$ cat src/rtl/pfd_lock_pkg.sv
package pfd_lock_pkg;

  typedef enum logic [1:0] {
    MODE_AUTO_A    = 2'b00,
    MODE_AUTO_B    = 2'b01,
    MODE_FORCE_ON  = 2'b10,
    MODE_FORCE_OFF = 2'b11
  } det_mode_e;

  // Detector enable as a function of the mode field and the lock state.
  function automatic logic det_enable(input logic [1:0] mode, input logic locked);
    logic en;
    if (!mode[1]) en = !locked;
    else          en = !mode[0];
    return en;
  endfunction

  // Next value of one memory flag: cleared by the pair reset, set by its strobe.
  function automatic logic flag_next(input logic cur, input logic pair_clr, input logic stb);
    return (cur & ~pair_clr) | stb;
  endfunction

  // Error accepted when it lies inside the window (inclusive).
  function automatic logic err_in_window(input int unsigned err, input int unsigned win);
    return err <= win;
  endfunction

endpackage

$ cat src/rtl/pfd_core.sv
module pfd_core (
  input  logic clk,
  input  logic rst_n,
  input  logic enable,
  input  logic lead_stb,
  input  logic lag_stb,
  output logic lead_q,
  output logic lag_q,
  output logic pair_clr
);
  import pfd_lock_pkg::*;

  assign pair_clr = lead_q & lag_q;

  always_ff @(posedge clk or negedge rst_n) begin
    if (!rst_n) begin
      lead_q <= 1'b0;
      lag_q  <= 1'b0;
    end else if (!enable) begin
      lead_q <= 1'b0;
      lag_q  <= 1'b0;
    end else begin
      lead_q <= flag_next(lead_q, pair_clr, lead_stb);
      lag_q  <= flag_next(lag_q, pair_clr, lag_stb);
    end
  end

endmodule

$ cat src/rtl/pfd_err_meter.sv
module pfd_err_meter #(
  parameter int unsigned ERR_W      = 6,
  parameter int unsigned ERR_WINDOW = 3
) (
  input  logic clk,
  input  logic rst_n,
  input  logic ref_stb,
  input  logic vco_stb,
  input  logic hold_stb,
  output logic eval_evt,
  output logic eval_small
);
  import pfd_lock_pkg::*;

  localparam logic [ERR_W-1:0] ACC_MAX = '1;
  localparam int unsigned PAD_W = 32 - ERR_W;

  logic             m_ref_q;
  logic             m_vco_q;
  logic             m_clr;
  logic             one_side;
  logic [ERR_W-1:0] err_acc;

  // Always-enabled copy of the flag pair used purely for measurement.
  pfd_core u_meter_pair (
    .clk      (clk),
    .rst_n    (rst_n),
    .enable   (1'b1),
    .lead_stb (ref_stb),
    .lag_stb  (vco_stb),
    .lead_q   (m_ref_q),
    .lag_q    (m_vco_q),
    .pair_clr (m_clr)
  );

  assign one_side   = m_ref_q ^ m_vco_q;
  assign eval_evt   = hold_stb;
  assign eval_small = hold_stb & err_in_window({{PAD_W{1'b0}}, err_acc}, ERR_WINDOW);

  always_ff @(posedge clk or negedge rst_n) begin
    if (!rst_n) begin
      err_acc <= '0;
    end else if (hold_stb) begin
      err_acc <= '0;
    end else if (one_side && (err_acc != ACC_MAX)) begin
      err_acc <= err_acc + 1'b1;
    end
  end

endmodule

$ cat src/rtl/pfd_lock_counter.sv
module pfd_lock_counter #(
  parameter int unsigned LOCK_TARGET = 4,
  parameter int unsigned CNT_W       = 3
) (
  input  logic             clk,
  input  logic             rst_n,
  input  logic             eval_evt,
  input  logic             eval_small,
  output logic [CNT_W-1:0] lock_cnt,
  output logic             in_lock
);

  localparam logic [CNT_W-1:0] TGT = CNT_W'(LOCK_TARGET);

  assign in_lock = (lock_cnt == TGT);

  always_ff @(posedge clk or negedge rst_n) begin
    if (!rst_n) begin
      lock_cnt <= '0;
    end else if (eval_evt) begin
      if (!eval_small)          lock_cnt <= '0;
      else if (lock_cnt != TGT) lock_cnt <= lock_cnt + 1'b1;
    end
  end

endmodule

$ cat src/rtl/pfd_lock_ctrl.sv
module pfd_lock_ctrl #(
  parameter int unsigned ERR_W       = 6,
  parameter int unsigned ERR_WINDOW  = 3,
  parameter int unsigned LOCK_TARGET = 4,
  localparam int unsigned CNT_W      = $clog2(LOCK_TARGET + 1)
) (
  input  logic       clk,
  input  logic       rst_n,
  input  logic       ref_stb,
  input  logic       vco_stb,
  input  logic       hold_stb,
  input  logic [1:0] pd_mode,
  output logic       pump_up,
  output logic       pump_dn,
  output logic       det_active,
  output logic       in_lock
);
  import pfd_lock_pkg::*;

  logic             up_q;
  logic             dn_q;
  logic             pump_clr;
  logic             eval_evt;
  logic             eval_small;
  logic [CNT_W-1:0] lock_cnt;

  assign det_active = det_enable(pd_mode, in_lock);

  pfd_core u_pump_pair (
    .clk      (clk),
    .rst_n    (rst_n),
    .enable   (det_active),
    .lead_stb (ref_stb),
    .lag_stb  (vco_stb),
    .lead_q   (up_q),
    .lag_q    (dn_q),
    .pair_clr (pump_clr)
  );

  pfd_err_meter #(
    .ERR_W      (ERR_W),
    .ERR_WINDOW (ERR_WINDOW)
  ) u_meter (
    .clk        (clk),
    .rst_n      (rst_n),
    .ref_stb    (ref_stb),
    .vco_stb    (vco_stb),
    .hold_stb   (hold_stb),
    .eval_evt   (eval_evt),
    .eval_small (eval_small)
  );

  pfd_lock_counter #(
    .LOCK_TARGET (LOCK_TARGET),
    .CNT_W       (CNT_W)
  ) u_lock (
    .clk        (clk),
    .rst_n      (rst_n),
    .eval_evt   (eval_evt),
    .eval_small (eval_small),
    .lock_cnt   (lock_cnt),
    .in_lock    (in_lock)
  );

  assign pump_up = up_q & det_active;
  assign pump_dn = dn_q & det_active;

endmodule

$ cat config.mk
export PLATFORM = sky130hd
export DESIGN_NAME = pfd_lock_ctrl
export DESIGN_NICKNAME = d
export VERILOG_FILES = /design/src/rtl/pfd_lock_pkg.sv /design/src/rtl/pfd_core.sv /design/src/rtl/pfd_err_meter.sv /design/src/rtl/pfd_lock_counter.sv /design/src/rtl/pfd_lock_ctrl.sv
export SDC_FILE = /design/constraint.sdc
export NUM_CORES = 1
export LEC_CHECK = 0
export BUFFER_PORTS_ARGS = -buffer_cell sky130_fd_sc_hd__buf_4
export CAP_MARGIN = 20
export CORE_MARGIN = 2
export CORE_UTILIZATION = 50
export CTS_BUF_LIST = sky130_fd_sc_hd__clkbuf_4 sky130_fd_sc_hd__clkbuf_8
export DETAILED_ROUTE_END_ITERATION = 8
export GPL_ROUTABILITY_DRIVEN = 1
export PLACE_DENSITY = 0.71
export SETUP_SLACK_MARGIN = 0.05
export SYNTH_ARGS = -nofsm -noshare
export SYNTH_HDL_FRONTEND = slang
export SYNTH_SLANG_ARGS = --single-unit
$ cat constraint.sdc
create_clock -name clk -period 1.7 [get_ports clk]
set_input_delay 0.17 -clock clk [delete_from_list [all_inputs] [get_ports clk]]
set_output_delay 0.17 -clock clk [all_outputs]
set_load 0.005 [all_outputs]
==> results of run 1 <==
## worst register-to-register path: stages, from the launching register on
cell      delay, ps
dfrtp_1         370
inv_1            50
ha_1            390
and3b_1         310
and4bb_1        220
nor3_2           40
## power breakdown
group | internal, mW | switching [mW] | total (mW)
clock | 0.107 | 0.0945 | 0.201
sequential | 0.383 | 0.0719 | 0.455
combinational | 0.228 | 0.207 | 0.435
total | 0.718 | 0.373 | 1.09
## area by class of cell
cell class / instances / area (um^2) / area share [%]
Tap cell: 15 / 18.8 / 2.05
Timing Repair Buffer: 14 / 108 / 11.8
Sequential cell: 13 / 325 / 35.6
Clock buffer: 4 / 30.0 / 3.29
Multi-Input combinational cell: 56 / 398 / 43.6
Inverter: 9 / 33.8 / 3.70
## registers in the layout (all words and copies together), names as in the netlist
name	flops
u_pump_pair.lead_q	1
u_lock.lock_cnt	3
u_meter.u_meter_pair.lead_q	1
u_pump_pair.lag_q	1
u_meter.u_meter_pair.lag_q	1
u_meter.err_acc	6
## cell usage after synthesis
cell	n	area share, %
mux2i_1	1	1.3
o311ai_1	1	1.2
nor3_1	2	1.3
nand4_1	1	0.83
nor2_1	5	2.5
buf_2	2	1.3
a31oi_1	6	5.0
dfrtp_1	13	43
nor2b_1	1	0.83
ha_1	5	8.3
nor3b_1	2	2.0
a41o_1	1	1.3
o21ai_0	2	1.3
o211ai_1	1	1.0
or2_2	2	1.7
inv_1	9	4.5
and2_1	1	0.83
and4bb_1	1	1.7
nand3_1	6	4.0
nor4_4	1	2.8
nor3_2	1	1.3
a2111oi_0	1	1.2
a21oi_1	6	4.0
nand2_1	5	2.5
and3b_1	1	1.2
o21ai_1	2	1.3
and4b_1	1	1.3
## path summary, 6_finish.rpt
check / from / slack [ps] / end
worst max-delay path: u_lock.lock_cnt[0]$_DFFE_PN0P_ / 130 / pump_up
max in group asynchronous: rst_n / 1260 / u_lock.lock_cnt[2]$_DFFE_PN0P_
worst min register to register: u_pump_pair.lag_q$_DFF_PN0_ / 520 / u_pump_pair.lag_q$_DFF_PN0_
worst max register to register: u_meter.u_meter_pair.lag_q$_DFF_PN0_ / 210 / u_meter.err_acc[5]$_DFFE_PN0P_
min in group asynchronous: rst_n / 280 / u_pump_pair.lag_q$_DFF_PN0_
worst min-delay path: ref_stb / 110 / u_meter.u_meter_pair.lead_q$_DFF_PN0_
## placed cells by master (no fill, tap or decap), types with 3 or more instances in the layout
cell and count:
a21oi_1 6, a31oi_1 6, buf_4 13, clkbuf_4 4
dfrtp_1 13, ha_1 4, inv_1 7, nand2_1 4
nand3_1 6, nor2_1 5, o21ai_1 3
## timing repair
action / in CTS / in global routing
hold endpoints to repair: 13 / 0
buffers inserted: 1 / 1
setup endpoints to repair: 3 / 4
hold buffers: 1 / 0
gates resized for setup: 3 / 4
cloned: 0 / 0
## cell families after synthesis
group                      synth area share (%)
muxes                                      1.33
DFF                                        43.3
and+or+nand+nor                            24.8
buffers and inverters                      5.83
adders and majority gates                  8.33
AOI/OAI and AO/OA                          16.3
## per-layer routing
metal	vias to the layer above	wire [um]	GRT usage (%)
met5	-	0	0
met2	14	734	30.3
met1	299	670	24.9
li1	323	-	-
met3	2	59	2.55
met4	0	13	9.38
## through the flow
| stage | utilization [%] | setup WS (ps) | cells | cell area [um^2] | hold slack, ps |
|---|---|---|---|---|---|
| 2_1_floorplan | - | 348 | 80 | 751 | -126 |
| 3_3_place_gp | 62.4 | 278 | 104 | 842 | 22.1 |
| 3_5_place_dp | 62.4 | 222 | 104 | 842 | 25.5 |
| 4_1_cts | 66.8 | 54.6 | 110 | 902 | 98.5 |
| 5_1_grt | 67.7 | 44.3 | 111 | 913 | 107 |
| 6_report | 67.7 | 127 | 111 | 913 | 109 |
==> metrics, run 1 <==
Avg Inst Size Synth=between 9 and 10 um^2; Final setup viols=0; Pwr Total=1.09 mW; DP Wirelength=1080 um; Initial Util=55.6%; 1st-iter DRT viols=8; RD Place Congestion=around 0.81; syn_nets=92; Leak Pwr=0.444 nW; Avg WL per Cell=13.3 um; antenna violations before repair=0; CP Class=register to output pin; status=completed; FF+latch count, synth=13; worst-case reg-to-reg path depth=5; layout cells sized above 1=approximately a quarter; RSZ-0062 raised after global routing=false; final hold vios=0; worst skew pair latency=270 ps; wirelength, routed=1480 um; Fillers=between 100 and 150; Clock Skew=2.07 ps; Slowest-stage cell, CP=dfrtp_1; Final nets=approximately 110; clock slew at the register clock pins of the worst setup and hold paths=~80 ps; PD cells=1190 mW/mm^2; peak supply drop=0.632 mV; IO Pins=11; crit path DAT=1400 ps; Setup crit start kind=register; Total GRT Usage=about a fifth; register area share after synthesis=a little over two fifths; worst path required time=1530 ps; first-pass GRT wire length=2570 um; number of global-route vias before repair=567; grt ovf=0; Worst Tran Pin Value=361 ps; maxcap violations=0; Die Y=42.8 um; Max clock buf depth=2; via density per instance=5.75; Max Fclk=about 640 MHz; CP Capture Type=output pin; Mapped Cells=80; YS warnings=0; CP Depth=7; CTS tree=done; Std-Cell Rows=13; Post-Syn Area=751 um^2; die width=between 40 and 50 um; via count=638; Tightest Hold Check Type=primary input to register; core area=0.00135 mm^2; clock sink total=13; H-tree levels=1; Remaining DRCs=0; hold path depth=2; Setup Total Neg Slack=0 ps; Layout area overhead=21.7%; Worst Path Buf+Inv=3; Unique masters post-synth=27; largest net degree at the start of global routing=14; critical path fanouts, max=5; max_slew headroom=75.9%; ANT nets after route=0; Tcrit/Tclk final=between 90% and 100%; drt first pass iters=4; Antenna diodes=0; fin crit period=1570 ps; Pins Over Slew Limit=0; slowest stage delay, CP=around 400 ps; TritonCTS buffer count=3; full die area=0.00183 mm^2; Crit path max-delay family=flip-flops; crit-path cells=inv_2 > ha_4 > nand2_2 > o21ai_1 > buf_4 > nor2_1 > buf_4; I/O Buffers=10; root buf cell=clkbuf_4; most used cell along the critical path=buf_4
(Power assumes the default switching activity.)
==> run 2, diff against run 1 <==
--- a/config.mk
+++ b/config.mk
@@ -5,6 +5,7 @@
 export SDC_FILE = /design/constraint.sdc
 export NUM_CORES = 1
 export LEC_CHECK = 0
+export ABC_AREA = 1
 export BUFFER_PORTS_ARGS = -buffer_cell sky130_fd_sc_hd__buf_4
 export CAP_MARGIN = 20
 export CORE_MARGIN = 2
==> run 2 against run 1 <==
First-iteration DRC count fell by 25%. Synthesized cell count up 16%. Sequential share of layout area is 0.44 points higher. Worst setup slack improved by 20 ps. Combinational power shrank 43%. Highest routed layer unchanged.
==> metrics, run 2 <==
status=completed (unchanged); number of global-route vias before repair=562 (was 567); top-count cell post-synth=nand2_1 (was dfrtp_1); Max Fclk=644 MHz (was 636 MHz); clock slew at the register clock pins of the worst setup and hold paths=80 ps (about the same); Remaining DRCs=0 (unchanged); CP Class=register to output pin (unchanged); Pins Over Slew Limit=0 (unchanged); H-tree levels=1 (unchanged); final core utilization=62.0% (was 67.7%); Post-Syn Area=756 um^2 (was 751 um^2); root buf cell=clkbuf_4 (unchanged); Setup Total Neg Slack=0 ps (unchanged); fin crit period=1550 ps (was 1570 ps); final worst setup slack=148 ps (was 127 ps); r2r endpoint=u_meter.err_acc[5]$_DFFE_PN0P_ (unchanged); RSZ-0062 raised after global routing=false (unchanged); Int Power=561 uW (was 718 uW); Synth top area share=43.0% (was 43.3%); met2 wire length=582 um (was 734 um); worst skew pair latency=280 ps (was 270 ps); core area=0.00145 mm^2 (was 0.00135 mm^2); CP Capture Type=output pin (unchanged); RD Place Congestion=0.719 (was 0.814); Std-Cell Rows=14 (was 13); layout cells sized above 1=25.7% (was 26.0%); critical path fanouts, max=4 (was 5); Total GRT Usage=17.8% (was 19.0%); Tcrit/Tclk final=91.3% (was 92.5%); YS warnings=0 (unchanged); Avg WL per Cell=10.7 um (was 13.3 um); Antenna diodes=0 (unchanged); synth cell count leaders=nand2_1 (23), inv_1 (15), dfrtp_1 (13) (was dfrtp_1 (13), inv_1 (9), a21oi_1 (6), a31oi_1 (6), nand3_1 (6)); Initial Util=52.0% (was 55.6%); antenna violations before repair=0 (unchanged); die width=42.9 um (was 42.8 um); EDFF count, synth=0 (unchanged); 1st-iter DRT viols=6 (was 8); Regs by FF count=u_meter.err_acc (6), u_lock.lock_cnt (3) (unchanged); TritonCTS buffer count=3 (unchanged); worst hold start=ref_stb (unchanged); hold path depth=2 (unchanged); worst path required time=1530 ps (about the same); Main synth FF type=dfrtp_1 (unchanged); Max clock buf depth=2 (unchanged); top cell type by total area after synthesis=dfrtp_1 (unchanged); Clock Power Share=23.1% (was 18.5%); I/O Buffers=10 (unchanged); clock sink total=13 (unchanged); crit path DAT=1380 ps (was 1400 ps); ANT nets after route=0 (unchanged); Slowest-stage cell, CP=dfrtp_1 (unchanged); PD cells=922 mW/mm^2 (was 1190 mW/mm^2); IO Pins=11 (unchanged); combinational cell fraction of total power=29.9% (was 39.9%); wl on met1=677 um (was 670 um); via count=606 (was 638); register area share after synthesis=43.0% (was 43.3%); grt ovf=0 (unchanged); largest net degree at the start of global routing=14 (unchanged); wirelength, routed=1340 um (was 1480 um); Leak Pwr=0.507 nW (was 0.444 nW); RR Startpoint=u_meter.err_acc[0]$_DFFE_PN0P_ (was u_meter.u_meter_pair.lag_q$_DFF_PN0_); NetSw=271 uW (was 373 uW); syn_nets=105 (was 92); Setup crit start kind=register (unchanged); Final setup viols=0 (unchanged); Mapped Cells=93 (was 80); Critical Path Start=u_lock.lock_cnt[1]$_DFFE_PN0P_ (was u_lock.lock_cnt[0]$_DFFE_PN0P_); Post-synth ARST share=100% (unchanged); Seq pwr share=47.0% (was 41.7%); slowest stage delay, CP=370 ps (was 400 ps); top layer in use=met4 (unchanged); worst-case reg-to-reg path depth=7 (was 5); crit-path cells=inv_1 > ha_1 > nand2_2 > nand2_1 > o21ai_2 > inv_2 > nor2_1 > buf_4 (was inv_2 > ha_4 > nand2_2 > o21ai_1 > buf_4 > nor2_1 > buf_4); Avg Inst Size Synth=8.13 um^2 (was 9.38 um^2); FF+latch count, synth=13 (unchanged); Clock Skew=4.99 ps (was 2.07 ps); maxcap violations=0 (unchanged); drt first pass iters=2 (was 4); Worst Tran Pin Value=271 ps (was 361 ps); Sw Ratio=32.5% (was 34.2%); synth top area cells=dfrtp_1 (43%), nand2_1 (11%), ha_1 (8.3%) (was dfrtp_1 (43%), ha_1 (8.3%), a31oi_1 (5.0%)); most common cell after layout, fill and taps aside=nand2_1; final hold vios=0 (unchanged); DP Worst Slack=340 ps (was 222 ps); DP Wirelength=1010 um (was 1080 um); CTS tree=done (unchanged); DR WL met3=57 um (was 59 um); Final nets=122 (was 109); Layout area overhead=19.4% (was 21.7%); Worst R2R Setup Slack=380 ps (was 210 ps); first-pass GRT wire length=2370 um (was 2570 um); number of flip-flops in the largest register=6 (unchanged); most frequent cells in the layout=nand2_1 (22), inv_1 (15), dfrtp_1 (13), buf_4 (11), nor2_1 (7) (was buf_4 (13), dfrtp_1 (13), inv_1 (7)); max_slew headroom=81.9% (was 75.9%); full die area=0.00184 mm^2 (was 0.00183 mm^2); Die Y=42.9 um (was 42.8 um); end of the worst hold path=u_meter.u_meter_pair.lead_q$_DFF_PN0_ (unchanged); Unique masters post-synth=18 (was 27); via density per instance=4.85 (was 5.75); Largest Register=u_meter.err_acc (unchanged); peak supply drop=0.443 mV (was 0.632 mV); Tightest Hold Check Type=primary input to register (unchanged)
## run 2: cell types whose count changed after synthesis, moves of 3 or more
cell	previous run	this run
a31oi_1	6	0
inv_1	9	15
nand2_1	5	23
nand4_1	1	4
## run 2: worst max path at each step
| stage | slack, ps | to |
|---|---|---|
| floorplan | 480 | pump_dn |
| global placement | 400 | pump_dn |
| detailed placement | 340 | pump_dn |
| CTS | 70 | pump_dn |
| global route | 50 | pump_up |
| finish | 150 | pump_dn |
## run 2: per-layer routing
metal	vias to the layer above	GRT usage, %
met3	4	6.38
met5	-	0
li1	324	-
met4	0	9.38
met1	269	23.8
met2	9	25.2
## run 2: timing repair
action | 4_1_cts | 5_1_grt
setup endpoints to repair | 2 | 2
setup buffers | 1 | 0
hold endpoints to repair | 13 | 0
hold buffers | 1 | 0
gates resized for setup | 0 | 2
pin swaps | 0 | 0
## run 2: cell type report
class,count,area (um^2)
clock buffer,3,22.5
clock inverter,1,5.00
fill,132,552
inverter,16,60.1
multi-input combinational,64,377
sequential,13,325
tap,16,20.0
timing repair buffer,12,92.6
## run 2: stage by stage
step                      power [mW]  cell area (um^2)  hold WS (ps)  cells
after floorplan                0.539               756          -126     93
after global placement         0.611               851          27.7    119
after detailed placement       0.620               851          25.5    119
after CTS                      0.832               896          87.3    125
after global routing           0.901               902          78.1    125
final                          0.832               902          88.3    125
## run 2: power by group through the flow
stage	combinational, mW	sequential (mW)	clock (mW)
global placement	0.213	0.398	0
finish	0.249	0.391	0.192
CTS	0.244	0.390	0.199
detailed placement	0.219	0.401	0
global route	0.279	0.397	0.225
floorplan	0.147	0.393	0
## run 2: kinds of logic (layout without fill, tap and decap cells)
logic type | after synthesis | after routing | share of synthesized area, %
XOR/XNOR | 1 | 1 | 1.16
buffers and inverters | 16 | 32 | 7.95
AND/OR/NAND/NOR | 50 | 50 | 33.9
adder cells (fa/ha/maj) | 5 | 5 | 8.28
AO/OA/AOI/OAI | 8 | 8 | 5.63
flip-flops | 13 | 13 | 43.0
## run 2: worst max-delay path, delay by kind of cell (launching register included)
family	cells	cell delay, ps
adders and majority gates	1	190
buffers and inverters	3	230
DFF	1	370
AOI/OAI and AO/OA	1	70
and+or+nand+nor	3	240
==> run 3, diff against run 2 <==
--- a/config.mk
+++ b/config.mk
@@ -13,7 +13,7 @@
 export CTS_BUF_LIST = sky130_fd_sc_hd__clkbuf_4 sky130_fd_sc_hd__clkbuf_8
 export DETAILED_ROUTE_END_ITERATION = 8
 export GPL_ROUTABILITY_DRIVEN = 1
-export PLACE_DENSITY = 0.71
+export PLACE_DENSITY = 0.69
 export SETUP_SLACK_MARGIN = 0.05
 export SYNTH_ARGS = -nofsm -noshare
 export SYNTH_HDL_FRONTEND = slang
==> run 3 against run 2 <==
Cell count rose by 0.80%. First-iteration DRC count rose to 3.2 times the previous value. Clock-buffer cell count rose by 1. Largest cell class unchanged. Via count rose by 4.6%. Sequential share of layout area fell by 0.40 points. Utilization rose by 0.69 points.
==> metrics, run 3 (synthesis gave the netlist of run 2 again) <==
Avg WL per Cell=11.3 um (was 10.7 um); wirelength, routed=1430 um (was 1340 um); Pwr Total=860 uW (was 832 uW); peak supply drop=0.572 mV (was 0.443 mV); number of flip-flops in the largest register=6 (unchanged); 1st-iter DRT viols=19 (was 6); CTS tree=done (unchanged); crit path DAT=1340 ps (was 1380 ps); final worst setup slack=189 ps (was 148 ps); Pins Over Slew Limit=0 (unchanged); Setup Total Neg Slack=0 ps (unchanged); worst hold slack=83.3 ps (was 88.3 ps); crit-path cells=inv_1 > ha_1 > nand2_2 > nand2_1 > o21ai_2 > inv_2 > nor2_1 > buf_4 (unchanged); Die Y=42.9 um (unchanged); layout cells sized above 1=26.4% (was 25.7%); NetSw=274 uW (was 271 uW); via density per instance=5.03 (was 4.85); Int Power=586 uW (was 561 uW); Final setup viols=0 (unchanged); H-tree levels=1 (unchanged); Max clock buf depth=2 (unchanged); antenna violations before repair=0 (unchanged); RSZ-0062 raised after global routing=false (unchanged); Slowest-stage cell, CP=dfrtp_1 (unchanged); Largest Register=u_meter.err_acc (unchanged); Total GRT Usage=18.2% (was 17.8%); most frequent cells in the layout=nand2_1 (22), inv_1 (15), dfrtp_1 (13), buf_4 (12), nor2_1 (7) (was nand2_1 (22), inv_1 (15), dfrtp_1 (13), buf_4 (11), nor2_1 (7)); clock sink total=13 (unchanged); drt first pass iters=4 (was 2); ANT nets after route=0 (unchanged); full die area=0.00184 mm^2 (unchanged); Critical Path Start=u_lock.lock_cnt[1]$_DFFE_PN0P_ (unchanged); DP Wirelength=1030 um (was 1010 um); worst skew pair latency=280 ps (about the same); Leak Pwr=0.512 nW (was 0.507 nW); RD Place Congestion=0.789 (was 0.719); I/O Buffers=10 (unchanged); Sw Ratio=31.9% (was 32.5%); CP Capture Type=output pin (unchanged); Setup crit start kind=register (unchanged); first-pass GRT wire length=2440 um (was 2370 um); die width=42.9 um (unchanged); final hold vios=0 (unchanged); IO Pins=11 (unchanged); Initial Util=52.0% (unchanged); Layout area overhead=20.7% (was 19.4%); Worst Tran Pin Value=271 ps (about the same); TritonCTS buffer count=3 (unchanged); Antenna diodes=0 (unchanged); Clock Skew=3.83 ps (was 4.99 ps); Regs by FF count=u_meter.err_acc (6), u_lock.lock_cnt (3) (unchanged); Clock Power Share=25.1% (was 23.1%); Final nets=123 (was 122); status=completed (unchanged); Tightest Hold Check Type=primary input to register (unchanged); root buf cell=clkbuf_4 (unchanged); Std-Cell Rows=14 (unchanged); Tcrit/Tclk final=88.9% (was 91.3%); fin crit period=1510 ps (was 1550 ps); clock slew at the register clock pins of the worst setup and hold paths=80 ps (about the same); via count=634 (was 606); critical path fanouts, max=4 (unchanged); max_slew headroom=81.9% (about the same); grt ovf=0 (unchanged); RR Startpoint=u_meter.err_acc[0]$_DFFE_PN0P_ (unchanged); maxcap violations=0 (unchanged); Seq pwr share=45.6% (was 47.0%); worst hold start=ref_stb (unchanged); CP Class=register to output pin (unchanged); Remaining DRCs=0 (unchanged); Max Fclk=662 MHz (was 644 MHz); largest net degree at the start of global routing=14 (unchanged); PD cells=943 mW/mm^2 (was 922 mW/mm^2); number of global-route vias before repair=598 (was 562); combinational cell fraction of total power=29.3% (was 29.9%); slowest stage delay, CP=380 ps (was 370 ps); core area=0.00145 mm^2 (unchanged); worst path required time=1530 ps (about the same); DP Worst Slack=347 ps (was 340 ps); most common cell after layout, fill and taps aside=nand2_1 (unchanged)
==> run 3: cell types whose count changed in the layout (fill, tap and decap cells not counted), sizes merged <==
cell	change
buf	+1
clkbuf	+1
clkinv	-1
==> run 3: worst max-delay path: cells and delay by family, from the launching register on <==
kind / cells / cell delay, ps
flops: 1 / 380
buf+inv: 3 / 230
simple gates: 3 / 200
fa+ha+maj: 1 / 180
compound gates: 1 / 70
==> run 3: stage by stage <==
step	cell area, um^2	cells	utilization (%)
after floorplan	756	93	-
after global placement	851	119	58.5
after detailed placement	851	119	58.5
after CTS	898	125	61.8
after global routing	912	126	62.7
final	912	126	62.7
==> run 3: per-layer routing <==
layer,track usage (%),wire length (um),up-vias
li1,-,-,327
met4,9.38,31,0
met3,5.11,56,5
met5,0,0,-
met2,29.1,646,12
met1,22.1,693,290
==> run 3: cell type report <==
| class | instances | area [um^2] |
|---|---|---|
| timing repair buffer | 13 | 100 |
| multi-input combinational | 64 | 377 |
| inverter | 16 | 60.1 |
| clock buffer | 4 | 30.0 |
| fill | 140 | 542 |
| tap | 16 | 20.0 |
| sequential | 13 | 325 |
==> run 3: worst paths after layout <==
path,to,slack (ps),cells past startpoint
setup / recovery,pump_dn,190,8
hold / removal,u_meter.u_meter_pair.lead_q$_DFF_PN0_,80,2
setup reg to reg,u_meter.err_acc[3]$_DFFE_PN0P_,360,7
hold reg to reg,u_lock.lock_cnt[2]$_DFFE_PN0P_,490,1
max in group asynchronous,u_lock.lock_cnt[1]$_DFFE_PN0P_,1270,2
min in group asynchronous,u_meter.u_meter_pair.lead_q$_DFF_PN0_,260,2
==> run 3: power by group through the flow <==
stage	Sequential (mW)	Clock, mW	Combinational [mW]
floorplan	0.393	0	0.147
global placement	0.399	0	0.212
detailed placement	0.403	0	0.215
CTS	0.391	0.223	0.241
global route	0.399	0.237	0.295
finish	0.392	0.216	0.252
==> run 3: timing repair <==
item                                   4_1_cts  5_1_grt
setup endpoints to repair                    2        2
hold buffers                                 1        0
setup buffers                                1        1
gates resized for setup                      0        2
endpoints found under the hold margin       13        0
